[src/rtl/swi_pkg.sv]
package swi_pkg;
    typedef enum logic {
        SWI_IDLE = 1'b0,
        SWI_PEND = 1'b1
    } swi_state_e;

    typedef enum logic {
        SWI_MODE_MACHINE = 1'b0,
        SWI_MODE_SUPER   = 1'b1
    } swi_mode_e;

    localparam int unsigned SWI_DATA_W = 32;
    localparam int unsigned SWI_BE_W   = SWI_DATA_W / 8;
endpackage

[src/rtl/swi_decode.sv]
module swi_decode #(
    parameter int unsigned N_HARTS = 4,
    parameter int unsigned ADDR_W  = 8,
    localparam int unsigned IDX_W  = ADDR_W - 2
) (
    input  logic                      clk,
    input  logic                      rst_n,
    input  logic                      sel,
    input  logic                      wr,
    input  logic [ADDR_W-1:0]         addr,
    input  logic [swi_pkg::SWI_BE_W-1:0] be,
    input  logic                      wbit,
    output logic [N_HARTS-1:0]        set_v,
    output logic [N_HARTS-1:0]        clr_v,
    output logic                      rd_hit,
    output logic [IDX_W-1:0]          rd_idx
);
    logic [IDX_W-1:0] word_idx;
    logic             in_range;
    logic             legal;

    always_comb begin
        word_idx = addr[ADDR_W-1:2];
        in_range = 32'(word_idx) < N_HARTS;
        legal    = sel && (be == '1) && (addr[1:0] == 2'b00) && in_range;
        rd_hit   = legal && !wr;
        rd_idx   = word_idx;
    end

    for (genvar i = 0; i < N_HARTS; i++) begin : g_strobe
        assign set_v[i] = legal && wr && (word_idx == IDX_W'(i)) && wbit;
        assign clr_v[i] = legal && wr && (word_idx == IDX_W'(i)) && !wbit;
    end

    AST_ONE_TARGET: assert property (@(posedge clk) disable iff (!rst_n)
        $onehot0(set_v | clr_v));
    AST_UNDECODED_QUIET: assert property (@(posedge clk) disable iff (!rst_n)
        (sel && 32'(addr[ADDR_W-1:2]) >= N_HARTS) |-> (set_v == '0 && clr_v == '0 && !rd_hit));
    AST_ILLEGAL_QUIET: assert property (@(posedge clk) disable iff (!rst_n)
        (sel && (be != '1 || addr[1:0] != 2'b00)) |-> (set_v == '0 && clr_v == '0 && !rd_hit));
endmodule

[src/rtl/swi_hart_cell.sv]
module swi_hart_cell #(
    parameter swi_pkg::swi_mode_e MODE = swi_pkg::SWI_MODE_MACHINE
) (
    input  logic clk,
    input  logic rst_n,
    input  logic sw_set,
    input  logic sw_clr,
    input  logic hart_clr,
    output logic pend_o
);
    import swi_pkg::*;

    swi_state_e st_q, st_d;
    logic       clr_req;

    // next-state: raise on set, retire on the mode's clear source; set wins
    always_comb begin
        clr_req = (MODE == SWI_MODE_MACHINE) ? sw_clr : hart_clr;
        st_d    = st_q;
        unique case (st_q)
            SWI_IDLE: if (sw_set) st_d = SWI_PEND;
            SWI_PEND: if (!sw_set && clr_req) st_d = SWI_IDLE;
            default:  st_d = SWI_IDLE;
        endcase
    end

    // state register: resettable only in machine mode
    if (MODE == SWI_MODE_MACHINE) begin : g_rst_reg
        always_ff @(posedge clk or negedge rst_n) begin
            if (!rst_n) st_q <= SWI_IDLE;
            else        st_q <= st_d;
        end
    end else begin : g_keep_reg
        always_ff @(posedge clk) begin
            st_q <= st_d;
        end
    end

    // outputs
    always_comb begin
        pend_o = (st_q == SWI_PEND);
    end

    AST_SET_RAISES: assert property (@(posedge clk) disable iff (!rst_n)
        sw_set |=> pend_o);
    AST_SUPER_CLR: assert property (@(posedge clk) disable iff (!rst_n)
        (MODE == SWI_MODE_SUPER && hart_clr && !sw_set) |=> !pend_o);
    AST_SUPER_ZERO_WR: assert property (@(posedge clk) disable iff (!rst_n)
        (MODE == SWI_MODE_SUPER && sw_clr && !hart_clr) |=> pend_o == $past(pend_o));
    AST_MACH_NO_HCLR: assert property (@(posedge clk) disable iff (!rst_n)
        (MODE == SWI_MODE_MACHINE && !sw_set && !sw_clr) |=> pend_o == $past(pend_o));
    AST_MACH_WR_CLR: assert property (@(posedge clk) disable iff (!rst_n)
        (MODE == SWI_MODE_MACHINE && sw_clr) |=> !pend_o);
endmodule

[src/rtl/swi_readback.sv]
module swi_readback #(
    parameter swi_pkg::swi_mode_e MODE = swi_pkg::SWI_MODE_MACHINE,
    parameter int unsigned N_HARTS = 4,
    parameter int unsigned IDX_W   = 6
) (
    input  logic                          clk,
    input  logic                          rst_n,
    input  logic                          rd_hit,
    input  logic [IDX_W-1:0]              rd_idx,
    input  logic [N_HARTS-1:0]            pend_v,
    output logic [swi_pkg::SWI_DATA_W-1:0] rdata
);
    import swi_pkg::*;

    logic sel_bit;

    always_comb begin
        sel_bit = 1'b0;
        for (int i = 0; i < N_HARTS; i++) begin
            if (rd_idx == IDX_W'(i)) sel_bit = pend_v[i];
        end
    end

    always_ff @(posedge clk or negedge rst_n) begin
        if (!rst_n)
            rdata <= '0;
        else if (rd_hit && MODE == SWI_MODE_MACHINE)
            rdata <= {{(SWI_DATA_W-1){1'b0}}, sel_bit};
        else
            rdata <= '0;
    end

    AST_SUPER_READS_ZERO: assert property (@(posedge clk) disable iff (!rst_n)
        (MODE == SWI_MODE_SUPER) |-> rdata == '0);
    AST_UPPER_BITS_ZERO: assert property (@(posedge clk) disable iff (!rst_n)
        rdata[SWI_DATA_W-1:1] == '0);
    AST_IDLE_READ_ZERO: assert property (@(posedge clk) disable iff (!rst_n)
        !rd_hit |=> rdata == '0);
endmodule

[src/rtl/swi_bank.sv]
module swi_bank #(
    parameter swi_pkg::swi_mode_e MODE = swi_pkg::SWI_MODE_MACHINE,
    parameter int unsigned N_HARTS = 4,
    parameter int unsigned ADDR_W  = 8
) (
    input  logic               clk,
    input  logic               rst_n,
    input  logic               bus_sel,
    input  logic               bus_wr,
    input  logic [ADDR_W-1:0]  bus_addr,
    input  logic [3:0]         bus_be,
    input  logic [31:0]        bus_wdata,
    output logic [31:0]        bus_rdata,
    input  logic [N_HARTS-1:0] hart_clr,
    output logic [N_HARTS-1:0] swi_o
);
    localparam int unsigned IDX_W = ADDR_W - 2;

    logic [N_HARTS-1:0] set_v;
    logic [N_HARTS-1:0] clr_v;
    logic               rd_hit;
    logic [IDX_W-1:0]   rd_idx;
    logic               unused_wdata_hi;

    assign unused_wdata_hi = ^bus_wdata[31:1];

    swi_decode #(.N_HARTS(N_HARTS), .ADDR_W(ADDR_W)) u_dec (
        .clk(clk), .rst_n(rst_n),
        .sel(bus_sel), .wr(bus_wr), .addr(bus_addr), .be(bus_be),
        .wbit(bus_wdata[0]),
        .set_v(set_v), .clr_v(clr_v), .rd_hit(rd_hit), .rd_idx(rd_idx)
    );

    for (genvar i = 0; i < N_HARTS; i++) begin : g_hart
        swi_hart_cell #(.MODE(MODE)) u_cell (
            .clk(clk), .rst_n(rst_n),
            .sw_set(set_v[i]), .sw_clr(clr_v[i]), .hart_clr(hart_clr[i]),
            .pend_o(swi_o[i])
        );
    end

    swi_readback #(.MODE(MODE), .N_HARTS(N_HARTS), .IDX_W(IDX_W)) u_rd (
        .clk(clk), .rst_n(rst_n),
        .rd_hit(rd_hit), .rd_idx(rd_idx), .pend_v(swi_o),
        .rdata(bus_rdata)
    );
endmodule

[config.mk]
export PLATFORM = sky130hd
export DESIGN_NAME = swi_bank
export DESIGN_NICKNAME = d
export VERILOG_FILES = /design/src/rtl/swi_pkg.sv /design/src/rtl/swi_decode.sv /design/src/rtl/swi_hart_cell.sv /design/src/rtl/swi_readback.sv /design/src/rtl/swi_bank.sv
export SDC_FILE = /design/constraint.sdc
export NUM_CORES = 1
export LEC_CHECK = 0
export BUFFER_PORTS_ARGS = -buffer_cell sky130_fd_sc_hd__buf_2
export CORE_MARGIN = 2
export CORE_UTILIZATION = 25
export DETAILED_ROUTE_END_ITERATION = 8
export PLACE_DENSITY = 0.72
export SYNTH_ARGS = -nofsm -noshare
export SYNTH_HDL_FRONTEND = slang
export SYNTH_SLANG_ARGS = --single-unit
[constraint.sdc]
create_clock -name clk -period 3.05 [get_ports clk]
set_input_delay 0.305 -clock clk [delete_from_list [all_inputs] [get_ports clk]]
set_output_delay 0.305 -clock clk [all_outputs]
set_load 0.02 [all_outputs]
# Yosys cells after proc, flatten, opt, wreduce, memory -nomap -nowiden

Index checks and enable logic that the tools add are counted.

Bits of input ports: 52
Flip-flop bits (word level): 5
Word-level logic and storage cells: 60
Output and inout port bits: 36

Reduce and logical (&&, ||, !) cells: 29
Eq/ne operators: 4
Muxes and demuxes: 17
Bitwise gates (word level): 4
$lt $le $gt $ge: 1

Operator list:

| kind                 | count |
|---|---|
| $logic_and A1 B1 Y1  | 21 |
| $mux W1              | 13 |
| $eq A6 B2 Y1 const B | 2 |
| $pmux W1 S2          | 4 |
| $eq A6 B1 Y1 const B | 1 |
| $logic_not A1 Y1     | 6 |
| $logic_not A6 Y1     | 1 |
| $lt A6 B3 Y1 const B | 1 |
| $eq A4 B4 Y1 const B | 1 |
| $not A1 Y1           | 4 |
| $logic_not A2 Y1     | 1 |

# Longest topological paths before layout

Gate-level depths: netlist of the first run.

Depth in word-level cells: 11
Depth in mapped cells: 3
Mapped depth without buffers: 3

# Hierarchy

A second synthesis of the first run with hierarchy kept.

Cell total of the unflattened synthesis: 76
Area total of the unflattened synthesis: 661.9 um^2

Modules (own cells, without submodules):

| module        | area an instance (um^2) | sequential area each (um^2) | times used | cells each |
|---|---|---|---|---|
| swi_readback  | 306.5                   | 25.0                        | 1          | 36 |
| swi_decode    | 210.2                   | 0.0                         | 1          | 28 |
| swi_hart_cell | 36.3                    | 25.0                        | 4          | 3 |

# Worst setup path after synthesis of the first run

No wires, ideal clock.

Kind: input to register
Start point: input bus_addr[5]
End point: register (tool-made name)
Cell stages on the path: 3
Arrival: 1466 ps
Path buffers: 0
Slack: 1456 ps
Library setup time: 128 ps
Data required time: 2922 ps
Path through: or4_4 > nor4_1 > mux2_1

RTL lines:

| item        | RTL line       | RTL |
|---|---|---|
| from (decl) | swi_bank.sv:10 | `input logic [ADDR_W-1:0] bus_addr,` |

==> results of run 1 <==
==> per-stage QoR <==
stage | area (µm²) | setup slack [ns] | hold WS, ns | utilization [%] | instances
after global placement | 553 | 1.28 | 0.121 | 25.5 | 103
after CTS | 589 | 1.49 | 0.334 | 27.2 | 108
after floorplan | 676 | 1.46 | 0.00941 | - | 89
final | 589 | 1.51 | 0.340 | 27.2 | 108
after global routing | 589 | 1.44 | 0.349 | 27.2 | 108
after detailed placement | 553 | 1.24 | 0.122 | 25.5 | 103
==> worst max-delay path, stage by stage <==
cell	delay, ns
buf_2	0.10
or4_4	0.56
nor4_1	0.35
mux2_1	0.35
==> where the power goes <==
part           leakage (nW)  switching (mW)  internal, mW
Combinational         0.246          0.0430        0.0118
Sequential           0.0699       0.0000890        0.0667
Clock                0.0150          0.0241        0.0493
Total                 0.331          0.0673         0.128
==> logic make-up (layout without fill, tap and decap cells) <==
family / Yosys count / in the layout
buf+inv: 35 / 26
simple gates: 13 / 13
mux: 5 / 5
flops: 5 / 5
other cells: 1 / 31
==> synthesized netlist by cell type <==
library cell and number:
or3b_1 1, or4_4 1, nand4bb_2 1, buf_4 35, and2_1 1, dfrtp_1 5, nand3_1 1, nand3b_1 2
nand3_2 1, nor4_1 5, conb_1 1, mux4_2 1, mux2_1 4
==> layout make-up <==
class / count / area (µm²) / share of cell area, %
flip-flops and latches: 5 / 125 / 21.2
repair buffers: 22 / 115 / 19.5
multi-input cells: 49 / 288 / 48.8
well taps: 28 / 35.0 / 5.94
clock buffers: 4 / 26.3 / 4.46
==> routing by layer <==
| layer | global-route usage, % | wire length (µm) | vias to the layer above |
|---|---|---|---|
| li1 | - | - | 180 |
| met1 | 5.92 | 234 | 175 |
| met2 | 12.4 | 509 | 27 |
| met3 | 3.22 | 109 | 2 |
| met4 | 2.63 | 17 | 0 |
| met5 | 0 | 0 | - |
==> final timing paths <==
check | start | slack [ns] | end
min in group asynchronous | rst_n | 0.42 | asynchronous set/reset pin
max reg2reg | flop | 1.96 | u_rd.rdata[0]$_DFF_PN0_
min | bus_wdata[0] | 0.34 | flop
max in group asynchronous | rst_n | 2.50 | asynchronous set/reset pin
max | bus_addr[5] | 1.51 | flop
min reg2reg | flop | 0.51 | flop
==> placed cells by master (no fill, tap or decap), drive strengths merged <==
master,instances
mux4,1
mux2,4
dlygate4sd3,1
nor4,5
conb,31
or3b,1
or4,1
dfrtp,5
nand3,2
and2,1
clkbuf,4
buf,21
nand3b,2
nand4bb,1
==> flow_metrics.tcl, run 1 <==
set metrics [dict create \
    status "completed" \
    synth_mux_area_share_pct 12.0 \
    port_buffers 21 \
    coreArea_um2 2170 \
    clock_latency_ns 0.24 \
    synth_area_um2 563 \
    p_total_mw 0.195 \
    ios 88 \
    drt_pre_antenna_iters 1 \
    rsz0062_at_grt "no" \
    power.density_nw_per_um2 331 \
    startpoint_type "input pin" \
    grt_pass1_wl_um 1260 \
    areaGrowthSynthToFinish_pct 4.67 \
    cts_resized 0 \
    row_count 17 \
    die_w_um 51.5 \
    grt_max_degree 6 \
    cts.sinks 5 \
    cp-end-kind "flop" \
    synthAdderAreaFrac_pct 0 \
    initial_utilization_pct 26.0 \
    final-setup-viol-count 0 \
    synthXorXnorAreaFrac_pct 0 \
    seq_area_frac_synth_pct 22.2 \
    htreeDepth 1 \
    p_leak_nw 0.331 \
    clock_skew_ns 0.00278 \
    worst_hold_path_type "in -> reg" \
    synth_top_area_cell "buf_4" \
    drt.antenna.violating_nets 0 \
    cp_max_fo 5 \
    synth_compound_area_share_pct 0 \
    avgSynthCellArea_um2 9.54 \
    fmax_mhz 649 \
    track_usage_pct 6.60 \
    hold_violations 0 \
    report.final.slew_viol_count 0 \
    path_class "in -> reg" \
    ys_ff_latch 5 \
    reg2regPathDepth 2 \
    finalCriticalPeriod_ns 1.54 \
    synth_top_area_share_pct 46.7 \
    fillers 248 \
    synth_top_family_by_area "buffers and inverters" \
    drt-total-wl_um 871 \
    yosys.area_share.simple_pct 18.4 \
    drive_above_1_share_pct 35.0 \
    dp_hpwl_um 810 \
    cts_made_buffers 3 \
    hold_depth 2 \
    place_congestion 0.641 \
    synth_area_leaders "buf_4 (47%), dfrtp_1 (22%), mux2_1 (8.0%)" \
    grt_pass1_vias 319 \
    cts_buffer_depth 2 \
    drt-initial-drc-count 0 \
    cts_hold_buf 1 \
    root_buffer "clkbuf_4" \
    postCtsSetupRepairBufs 0 \
    die_h_um 51.5 \
    ys_types 13 \
    cts_tree "done" \
    cap_viol_max_count 0 \
    yosys_warnings 0 \
    critPathRequiredTime_ns 3.16 \
    finalSetupTns_ns 0 \
    viasPerCell 3.56 \
    drc 0 \
    antenna_found_initial 0 \
    peakVddDrop_v 0.000136 \
    period_share_pct 50.5 \
    fin_nets 133 \
    syn_inst 59 \
    grt_overflow 0 \
    num_vias 384 \
    antenna_cells 0 \
    path_clk_slew_ns 0.04 \
    dieArea_um2 2650 \
    cp.arrival_ns 1.66 \
    detail_route.wl_per_cell_um 8.06 \
]
Power figures use the tool's default switching activity.
==> inputs of run 2 (changes only) <==
- PLACE_DENSITY: 0.72 -> 0.75
- clock period: 3.05 -> 1.27 ns (I/O delays scaled with it)
==> run 2 against run 1 <==
  * Worst hold slack got worse by 0.19 ns
  * Wire length rose by 16%
  * Flip-flop and latch count unchanged
  * Critical path depth is the same
  * Clock skew down 0.0025 ns
  * Cell count rose by 2.8%
  * Via count rose by 2.9%
  * Register-to-register slack got worse by 1.8 ns
  * Highest routed layer unchanged
==> flow_metrics.tcl, run 2 (synthesized netlist as in run 1, its figures left out) <==
set metrics [dict create \
    seq_area_um2 125 \
    finalNonFillerCells 111 \
    cp.arrival_ns 1.35 \
    startpoint_type "input pin" \
    final_cell_mix "conb_1 (31), buf_2 (21), dfrtp_1 (5), mux2_1 (4)" \
    root_buffer "clkbuf_4" \
    path_clk_slew_ns 0.04 \
    hold_depth 2 \
    fin_nets 136 \
    p_total_mw 0.494 \
    path_class "in -> reg" \
    finalCriticalPeriod_ns 1.22 \
    drive_above_1_share_pct 42.2 \
    timing.hold.ws_ns 0.152 \
    fillers 246 \
    finalSetupTns_ns 0 \
    grt_pass1_wl_um 1510 \
    dieArea_um2 2650 \
    grt.met3_usage_pct 4.68 \
    multi_input_area_um2 330 \
    cts_tree "done" \
    cp-end-kind "flop" \
    cp_max_fo 5 \
    status "completed" \
    viasPerCell 3.56 \
    grt_max_degree 6 \
    die_w_um 51.5 \
    drt-initial-drc-count 0 \
    critPathRequiredTime_ns 1.40 \
    rsz0062_at_grt "no" \
    final_common_cell "conb_1" \
    drt-total-wl_um 1010 \
    num_vias 395 \
    cts_made_buffers 3 \
    antenna_found_initial 0 \
    worst_hold_path_type "in -> reg" \
    final-setup-viol-count 0 \
    ios 88 \
    drt_pre_antenna_iters 1 \
    dp_hpwl_um 877 \
    clock_skew_ns 0.000291 \
    peakVddDrop_v 0.000327 \
    reg2reg_slack_ns 0.18 \
    hold_violations 0 \
    postCtsSetupRepairBufs 0 \
    fmax_mhz 817 \
    report.final.slew_viol_count 0 \
    row_count 17 \
    power.density_nw_per_um2 755 \
    detail_route.wl_per_cell_um 9.10 \
    grt_pass1_vias 341 \
    clock_latency_ns 0.25 \
    utilization_pct 30.2 \
    cts.sinks 5 \
    met2_usage_pct 14.7 \
    hp-start "bus_wdata[0]" \
    dp_cells 106 \
    track_usage_pct 8.75 \
    antenna_cells 0 \
    p_leak_nw 0.368 \
    drt.antenna.violating_nets 0 \
    die_h_um 51.5 \
    initial_utilization_pct 26.0 \
    port_buffers 21 \
    period_share_pct 96.4 \
    cap_viol_max_count 0 \
    drc 0 \
    coreArea_um2 2170 \
    areaGrowthSynthToFinish_pct 16.2 \
    cts_buffer_depth 2 \
    grt_use_met1_pct 7.21 \
    top_usage_layer "met2" \
    timing.rr.end "u_rd.rdata[0]$_DFF_PN0_" \
    reg2regPathDepth 2 \
    htreeDepth 1 \
    grt_overflow 0 \
    place_congestion 0.648 \
]
==> run 2: area by class of cell <==
cell class                      count  share of cell area, %
Tap cell                           28                   5.35
Sequential cell                     5                   19.1
Timing Repair Buffer               25                   21.0
Clock buffer                        4                   4.02
Multi-Input combinational cell     49                   50.5
==> run 2: per-stage QoR <==
step / instance area (µm²) / setup WS, ns
after global routing: 654 / 0.0163
after CTS: 637 / 0.0120
after detailed placement: 601 / -0.252
after floorplan: 701 / -0.0318
final: 654 / 0.0455
after global placement: 601 / -0.195
==> run 2: how the worst max path moves through the flow <==
stage	depth (start not counted)	from	endpoint	slack, ns
floorplan	3	bus_addr[5]	flop	-0.03
global placement	4	bus_addr[5]	flop	-0.19
detailed placement	4	bus_addr[5]	flop	-0.25
CTS	4	bus_addr[5]	flop	0.01
global route	4	bus_addr[5]	flop	0.02
finish	4	bus_addr[5]	flop	0.05
==> run 2: layer usage <==
layer  vias up  part of all wire [%]  routed length (µm)
met5         -                     0                   0
met4         0                   4.0                  40
met3         4                    10                 105
met2        27                    55                 552
met1       175                    31                 312
li1        189                     -                   -
==> run 2: what timing repair did <==
item | in CTS | in global routing
hold endpoints to repair | 5 | 0
hold buffers | 1 | 0
setup endpoints to repair | 0 | 1
resized for setup | 0 | 2
==> run 2: power by group <==
part / leakage (nW) / switching (mW) / total (mW) / internal, mW
clock: 0.0150 / 0.0685 / 0.187 / 0.119
sequential: 0.0699 / 0.000191 / 0.160 / 0.160
combinational: 0.283 / 0.111 / 0.146 / 0.0348
total: 0.368 / 0.180 / 0.494 / 0.314
==> run 2: critical path, cell delays in order <==
cell and delay, ns:
buf_2 0.10, or4_4 0.59, nor4_4 0.18, mux2_1 0.35
